`config.mk`:
```
export PLATFORM = sky130hd
export DESIGN_NAME = pinbank_gpio
export DESIGN_NICKNAME = d
export VERILOG_FILES = /design/src/rtl/pinbank_pkg.sv /design/src/rtl/pinbank_decode.sv /design/src/rtl/pinbank_regs.sv /design/src/rtl/pinbank_gpio.sv
export SDC_FILE = /design/constraint.sdc
export NUM_CORES = 2
export LEC_CHECK = 0
export ABC_AREA = 1
export CAP_MARGIN = 20
export CORE_UTILIZATION = 31
export DETAILED_ROUTE_END_ITERATION = 10
export PLACE_DENSITY_LB_ADDON = 0.15
export RECOVER_POWER = 50
export SLEW_MARGIN = 10
export SYNTH_ARGS = -nofsm -noshare
export SYNTH_HDL_FRONTEND = slang
export SYNTH_SLANG_ARGS = --single-unit
```
`constraint.sdc`:
```
create_clock -name clk -period 4.6 [get_ports clk]
set_clock_uncertainty 0.05 [all_clocks]
set_input_delay 0.69 -clock clk [delete_from_list [all_inputs] [get_ports clk]]
set_output_delay 0.69 -clock clk [all_outputs]
set_load 0.02 [all_outputs]
```
`src/rtl/pinbank_pkg.sv`:
```
package pinbank_pkg;
  localparam int WORD_W = 32;
  localparam int ADDR_W = 10;
  localparam int BANK_IDX_W = 3;
  localparam int NUM_TYPES = 8;
  localparam int TYPE_SPAN = 12;

  typedef enum logic [3:0] {
    RS_NONE, RS_LEVEL, RS_DIR, RS_SET, RS_CLR, RS_RISE, RS_FALL, RS_STAT, RS_MASK
  } regsel_e;

  // type offsets, in the same order as the regsel_e values after RS_NONE
  localparam logic [7:0] TYPE_BASE [NUM_TYPES] =
    '{8'h00, 8'h0C, 8'h18, 8'h24, 8'h30, 8'h3C, 8'h48, 8'h9C};

  typedef struct packed {
    logic wrDir;
    logic wrSet;
    logic wrClr;
    logic wrRise;
    logic wrFall;
    logic wrStat;
    logic wrMask;
    logic rdEn;
    regsel_e rsel;
    logic [BANK_IDX_W-1:0] bank;
  } bus_strobe_s;
endpackage

```
`src/rtl/pinbank_decode.sv`:
```
module pinbank_decode
  import pinbank_pkg::*;
#(
  parameter int NUM_BANKS = 6
) (
  input  logic              busReq,
  input  logic              busWe,
  input  logic [ADDR_W-1:0] busAddr,
  output bus_strobe_s       strb
);
  logic [7:0] low;
  logic       hit;
  regsel_e    sel;
  logic [1:0] slot;
  logic [3:0] bankWide;
  logic       valid;
  logic       wrOk;

  always_comb begin
    low  = busAddr[7:0];
    hit  = 1'b0;
    sel  = RS_NONE;
    slot = '0;
    for (int t = 0; t < NUM_TYPES; t++) begin
      if (low >= TYPE_BASE[t] && (low - TYPE_BASE[t]) < 8'(TYPE_SPAN) && low[1:0] == 2'b00) begin
        hit  = 1'b1;
        sel  = regsel_e'(4'(t + 1));
        slot = 2'((low - TYPE_BASE[t]) >> 2);
      end
    end
    bankWide = busAddr[8] ? 4'(slot) + 4'd3 : 4'(slot);
    valid    = hit && !busAddr[9] && (int'(bankWide) < NUM_BANKS);
    wrOk     = valid && busReq && busWe;

    strb.wrDir  = wrOk && sel == RS_DIR;
    strb.wrSet  = wrOk && sel == RS_SET;
    strb.wrClr  = wrOk && sel == RS_CLR;
    strb.wrRise = wrOk && sel == RS_RISE;
    strb.wrFall = wrOk && sel == RS_FALL;
    strb.wrStat = wrOk && sel == RS_STAT;
    strb.wrMask = wrOk && sel == RS_MASK;
    strb.rdEn   = busReq && !busWe;
    strb.rsel   = valid ? sel : RS_NONE;
    strb.bank   = bankWide[BANK_IDX_W-1:0];
  end
endmodule

```
`src/rtl/pinbank_regs.sv`:
```
module pinbank_regs
  import pinbank_pkg::*;
#(
  parameter int NUM_PINS  = 176,
  parameter int NUM_BANKS = 6
) (
  input  logic                clk,
  input  logic                rst_n,
  input  bus_strobe_s         strb,
  input  logic [WORD_W-1:0]   wdata,
  input  logic [NUM_PINS-1:0] pinIn,
  output logic [WORD_W-1:0]   rdata,
  output logic [NUM_PINS-1:0] pinOut,
  output logic [NUM_PINS-1:0] pinOe,
  output logic                irqOut,
  output logic [NUM_PINS-1:0] statusVec,
  output logic [NUM_PINS-1:0] maskVec
);
  localparam int TOTAL_W = NUM_BANKS * WORD_W;
  localparam logic [TOTAL_W-1:0] VALID = {TOTAL_W{1'b1}} >> (TOTAL_W - NUM_PINS);

  logic [TOTAL_W-1:0] padIn, sync1, sync2, prevIn;
  logic [TOTAL_W-1:0] dirR, outR, riseR, fallR, statR, maskR;
  logic [TOTAL_W-1:0] selMask, wrBits, edgeHit, levelVec, srcVec;
  logic [WORD_W-1:0]  word, rdR;
  logic               irqR;

  assign padIn = TOTAL_W'(pinIn);

  // place the written word over the addressed bank
  always_comb begin
    selMask = '0;
    wrBits  = '0;
    for (int b = 0; b < NUM_BANKS; b++) begin
      if (strb.bank == BANK_IDX_W'(b)) begin
        selMask[b*WORD_W +: WORD_W] = '1;
        wrBits[b*WORD_W +: WORD_W]  = wdata;
      end
    end
  end

  assign edgeHit  = ((sync2 & ~prevIn & riseR) | (~sync2 & prevIn & fallR)) & VALID;
  assign levelVec = ((dirR & outR) | (~dirR & sync2)) & VALID;

  always_comb begin
    case (strb.rsel)
      RS_LEVEL: srcVec = levelVec;
      RS_DIR:   srcVec = dirR;
      RS_RISE:  srcVec = riseR;
      RS_FALL:  srcVec = fallR;
      RS_STAT:  srcVec = statR;
      RS_MASK:  srcVec = maskR;
      default:  srcVec = '0;
    endcase
    word = '0;
    for (int b = 0; b < NUM_BANKS; b++) begin
      if (strb.bank == BANK_IDX_W'(b)) word = srcVec[b*WORD_W +: WORD_W];
    end
  end

  always_ff @(posedge clk or negedge rst_n) begin
    if (!rst_n) begin
      sync1  <= '0;
      sync2  <= '0;
      prevIn <= '0;
      dirR   <= '0;
      outR   <= '0;
      riseR  <= '0;
      fallR  <= '0;
      statR  <= '0;
      maskR  <= '0;
      irqR   <= 1'b0;
      rdR    <= '0;
    end else begin
      sync1  <= padIn;
      sync2  <= sync1;
      prevIn <= sync2;
      if (strb.wrDir)  dirR  <= (dirR  & ~selMask) | (wrBits & VALID);
      if (strb.wrRise) riseR <= (riseR & ~selMask) | (wrBits & VALID);
      if (strb.wrFall) fallR <= (fallR & ~selMask) | (wrBits & VALID);
      if (strb.wrMask) maskR <= (maskR & ~selMask) | (wrBits & VALID);
      if (strb.wrSet)      outR <= outR | (wrBits & VALID);
      else if (strb.wrClr) outR <= outR & ~wrBits;
      // a new edge overrides a simultaneous clear
      statR <= edgeHit | (statR & ~(strb.wrStat ? wrBits : '0));
      irqR  <= |(statR & maskR);
      rdR   <= strb.rdEn ? word : '0;
    end
  end

  assign rdata     = rdR;
  assign pinOut    = outR[NUM_PINS-1:0];
  assign pinOe     = dirR[NUM_PINS-1:0];
  assign irqOut    = irqR;
  assign statusVec = statR[NUM_PINS-1:0];
  assign maskVec   = maskR[NUM_PINS-1:0];
endmodule

```
`src/rtl/pinbank_gpio.sv`:
```
module pinbank_gpio
  import pinbank_pkg::*;
#(
  parameter int NUM_PINS = 176
) (
  input  logic                clk,
  input  logic                rst_n,
  input  logic                busReq,
  input  logic                busWe,
  input  logic [ADDR_W-1:0]   busAddr,
  input  logic [WORD_W-1:0]   busWdata,
  output logic [WORD_W-1:0]   busRdata,
  input  logic [NUM_PINS-1:0] pinIn,
  output logic [NUM_PINS-1:0] pinOut,
  output logic [NUM_PINS-1:0] pinOe,
  output logic                irqOut
);
  localparam int NUM_BANKS = (NUM_PINS + WORD_W - 1) / WORD_W;

  bus_strobe_s         strb;
  logic [NUM_PINS-1:0] statusVec;
  logic [NUM_PINS-1:0] maskVec;

  pinbank_decode #(.NUM_BANKS(NUM_BANKS)) u_decode (
    .busReq (busReq),
    .busWe  (busWe),
    .busAddr(busAddr),
    .strb   (strb)
  );

  pinbank_regs #(.NUM_PINS(NUM_PINS), .NUM_BANKS(NUM_BANKS)) u_regs (
    .clk      (clk),
    .rst_n    (rst_n),
    .strb     (strb),
    .wdata    (busWdata),
    .pinIn    (pinIn),
    .rdata    (busRdata),
    .pinOut   (pinOut),
    .pinOe    (pinOe),
    .irqOut   (irqOut),
    .statusVec(statusVec),
    .maskVec  (maskVec)
  );
endmodule

```
==> out/metrics.csv <==
stage,metric,value,unit
power,Leak,40.3,nW
yosys,Netlist Area Pre-Place,72300,um^2
yosys,Synth Area per Inst,8.96,um^2
detailed_routing,starting DRC count in detailed routing,6989,
power,switch share,24.3,%
timing,Worst Max-Slew Pin Slew,3380,ps
timing,Final WS setup,253,ps
detailed_routing,via count,62700,
yosys,"Seq/Total Area, Yosys",58.8,%
cells_and_area,fill count,23100,
yosys,number of synthesized flops with an enable pin,0,
clocking,clock buffer count from CTS,196,
detailed_routing,Total Routed Length,318000,um
detailed_routing,Post-DRT Antenna Nets,0,
detailed_routing,metal3 WL,29300,um
job,maxcap violations,1,
critical_path,"Largest delay share family, worst path",buffers and inverters,
power,internal power,25.3,mW
detailed_routing,highest metal used,met4,
critical_path,Buf/Inv on CP,12,
detailed_routing,Remaining DRCs,0,
floorplanning,total die area,235000,um^2
cells_and_area,"most common cell after layout, fill and taps aside",nand2_1,
detailed_routing,drt pass-1 iters,6,
run_status,status,"finished, violations left",
timing,final hold violations,0,
critical_path,CP startpoint kind,primary input,
timing,fmax,230,MHz
clocking,clock transition at the registers of the reported paths,60,ps
power,sequential share of power,46.1,%
global_route,vias in the first global route,60000,
placed_design,placed cell areas,85000,um^2
critical_path,cells on worst reg2reg path,8,
floorplanning,IO Count,607,
floorplanning,Die W,485,um
floorplanning,Initial Utilization,31.3,%
clocking,# clock sinks,1697,
yosys,Synth Instances,8061,
critical_path,CP arrival,5060,ps
global_route,initial antenna violation count,30,
floorplanning,core area,231000,um^2
clocking,root buf cell,clkbuf_16,
clocking,maximum clock path buffer count,3,
power,Switch Pwr,8.15,mW
cells_and_area,Layout area overhead,27.2,%
clocking,Clock Latency Late Sink,870,ps
yosys,synthesized net count,8293,
global_route,GRT Residual Overflow,0,
critical_path,crit-path max cell delay,490,ps
critical_path,CP max stage cell,clkdlybuf4s50_1,
global_route,first-pass GRT wire length,452000,um
critical_path,worst r2r src,u_regs.statR[131],
placed_design,buffers added on ports,606,
critical_path,R2R Setup Slk,1090,ps
yosys,Synth area leaders,"dfrtp_1, nand2_1, o21ai_0",
critical_path,crit path launch,busAddr[3],
power,Clk pwr share,48.3,%
yosys,Synth top area share,58.8,%
critical_path,Worst Setup EP,u_regs.rdata[23],
cells_and_area,final core occ,39.8,%
cells_and_area,most frequent cells in the layout,"nand2_1, dfrtp_1, o21ai_0, inv_1, nand3_1",
power,PD cells,364,nW/um^2
critical_path,r2r endpoint,u_regs.irqOut,
detailed_routing,M1 WL,144000,um
global_route,Total GRT Usage,26.6,%
yosys,post-synthesis register bit count,1697,
hold_path,worst hold path type,reg -> reg,
run_status,failing checks,"capacitance limit, slew limit",
critical_path,Crit path depth,30,
global_route,pin count of the biggest net entering global routing,151,
cells_and_area,cell area after layout,91900,um^2
placed_design,DP Wirelength,231000,um
critical_path,cell mode on critical path,buf_4,
yosys,"FFs w/ async S/R, synth",100,%
critical_path,Crit. End Element,flop,
power,combinational share of power,5.5,%
clocking,TritonCTS clock tree,yes,
detailed_routing,drt via density,5.23,
timing,count of pins over their slew limit,74,
timing,RSZ-0062 raised after global routing,no,
timing,fin crit share,94.5,%
cells_and_area,final net count,9022,
power,worst IR drop on VDD,0.371,mV
detailed_routing,metal2 WL,133000,um
yosys,largest area contributor in the netlist,dfrtp_1,
cells_and_area,ratio of cells with drive above 1 in the final layout,11.0,%
timing,Hold Slack,276,ps
yosys,ys flop type,dfrtp_1,
timing,Rel. slew slack,-126,%
critical_path,critical setup path kind,in -> reg,
floorplanning,std cell rows,176,
detailed_routing,WL/cell,26.5,um
yosys,Yosys warnings,0,
critical_path,"critical path fanouts, max",9,
timing,final setup fails,0,
floorplanning,die span in y,485,um
critical_path,Critical Path RT,5310,ps
placed_design,final RePlAce weighted congestion,0.899,
timing,clock period minus worst slack,4350,ps
clocking,H-Tree Depth,4,
placed_design,worst slack at placement,-1100,ps
yosys,Unique masters post-synth,54,
[routing by layer]
| metal | vias to the layer above | GRT usage [%] |
|---|---|---|
| li1 | 28000 | - |
| met1 | 31300 | 38.9 |
| met2 | 2873 | 38.4 |
| met3 | 414 | 6.16 |
| met4 | 0 | 8.64 |
| met5 | - | 0 |
[what timing repair did]
item,CTS,global route
hold endpoints to repair,55,0
pin swaps,1,8
gates resized for setup,1,53
setup endpoints to repair,8,42
cloned,0,1
buffers inserted,3,7
hold buffers,1,0
[worst register-to-register path, cell delays in order (launching register included)]
cell and delay, ps:
dfrtp_1 420, a22o_1 290, a221oi_1 610, nand3_1 300, a2111oi_0 750, nand2_1 150, nor3_1 220, buf_4 230
nand4_1 260
[how the worst min path moves through the flow]
stage	cells past startpoint	slack, ps	endpoint	startpoint
2_1_floorplan	0	280	u_regs.sync2[0]	u_regs.sync1[0]
3_3_place_gp	0	280	u_regs.sync2[0]	u_regs.sync1[0]
3_5_place_dp	0	280	u_regs.sync2[112]	u_regs.sync1[112]
4_1_cts	1	160	u_regs.sync1[138]	pinIn[138]
5_1_grt	0	290	u_regs.sync2[103]	u_regs.sync1[103]
6_report	0	280	u_regs.sync2[122]	u_regs.sync1[122]
[logic make-up (layout without fill, tap and decap cells)]
| group | Yosys count | in the layout | synth area share (%) |
|---|---|---|---|
| AOI/OAI and AO/OA | 2072 | 2072 | 16.0 |
| xor gates and xnor gates | 2 | 2 | 0.0242 |
| adders and majority gates | 10 | 10 | 0.173 |
| buffers and inverters | 1181 | 2065 | 7.50 |
| DFF | 1697 | 1697 | 58.8 |
| muxes | 7 | 7 | 0.107 |
| other | 0 | 13 | 0 |
| and+or+nand+nor | 3092 | 3092 | 17.4 |
[area by class of cell]
cell class                 instances  area [um^2]  share of cell area, %
antenna                           13         32.5                 0.0354
clock buffer                     296         5890                   6.41
clock inverter                    57          748                  0.814
inverter                         568         2150                   2.34
multi-input combinational       5183        24700                   26.8
sequential                      1697        42500                   46.2
tap                             3026         3790                   4.12
timing repair buffer            1144        12200                   13.2
[cells in the mapped netlist (all sizes together) (2+ instances only)]
library cell / count
o32ai: 2
o221ai: 5
buf: 327
nor2: 212
a221oi: 42
nor3: 26
nand2: 2336
nand3b: 10
o31ai: 3
o21ai: 1471
clkbuf: 286
mux2: 6
a22o: 42
inv: 568
or2: 17
o311ai: 72
nand3: 453
a31o: 3
o211ai: 130
ha: 10
a221o: 3
nand4: 32
o22ai: 46
nor4: 3
a21oi: 196
a22oi: 21
dfrtp: 1697
o2111ai: 3
a21boi: 30
[power groups by stage]
stage	clock (mW)	combinational, mW	sequential [mW]
finish	16.2	1.85	15.4
global placement	0	1.88	15.7
CTS	16.5	1.89	15.4
detailed placement	0	1.88	15.7
global route	17.1	1.99	15.5
floorplan	0	0.504	15.6
[stage by stage]
stage	instances	TNS (ps)	power [mW]
after floorplan	8061	0	16.1
after global placement	11600	-512700	17.6
after detailed placement	11600	-372890	17.6
after CTS	12000	0	33.8
after global routing	12000	0	34.5
final	12000	0	33.5
Power figures use the tool's default switching activity.
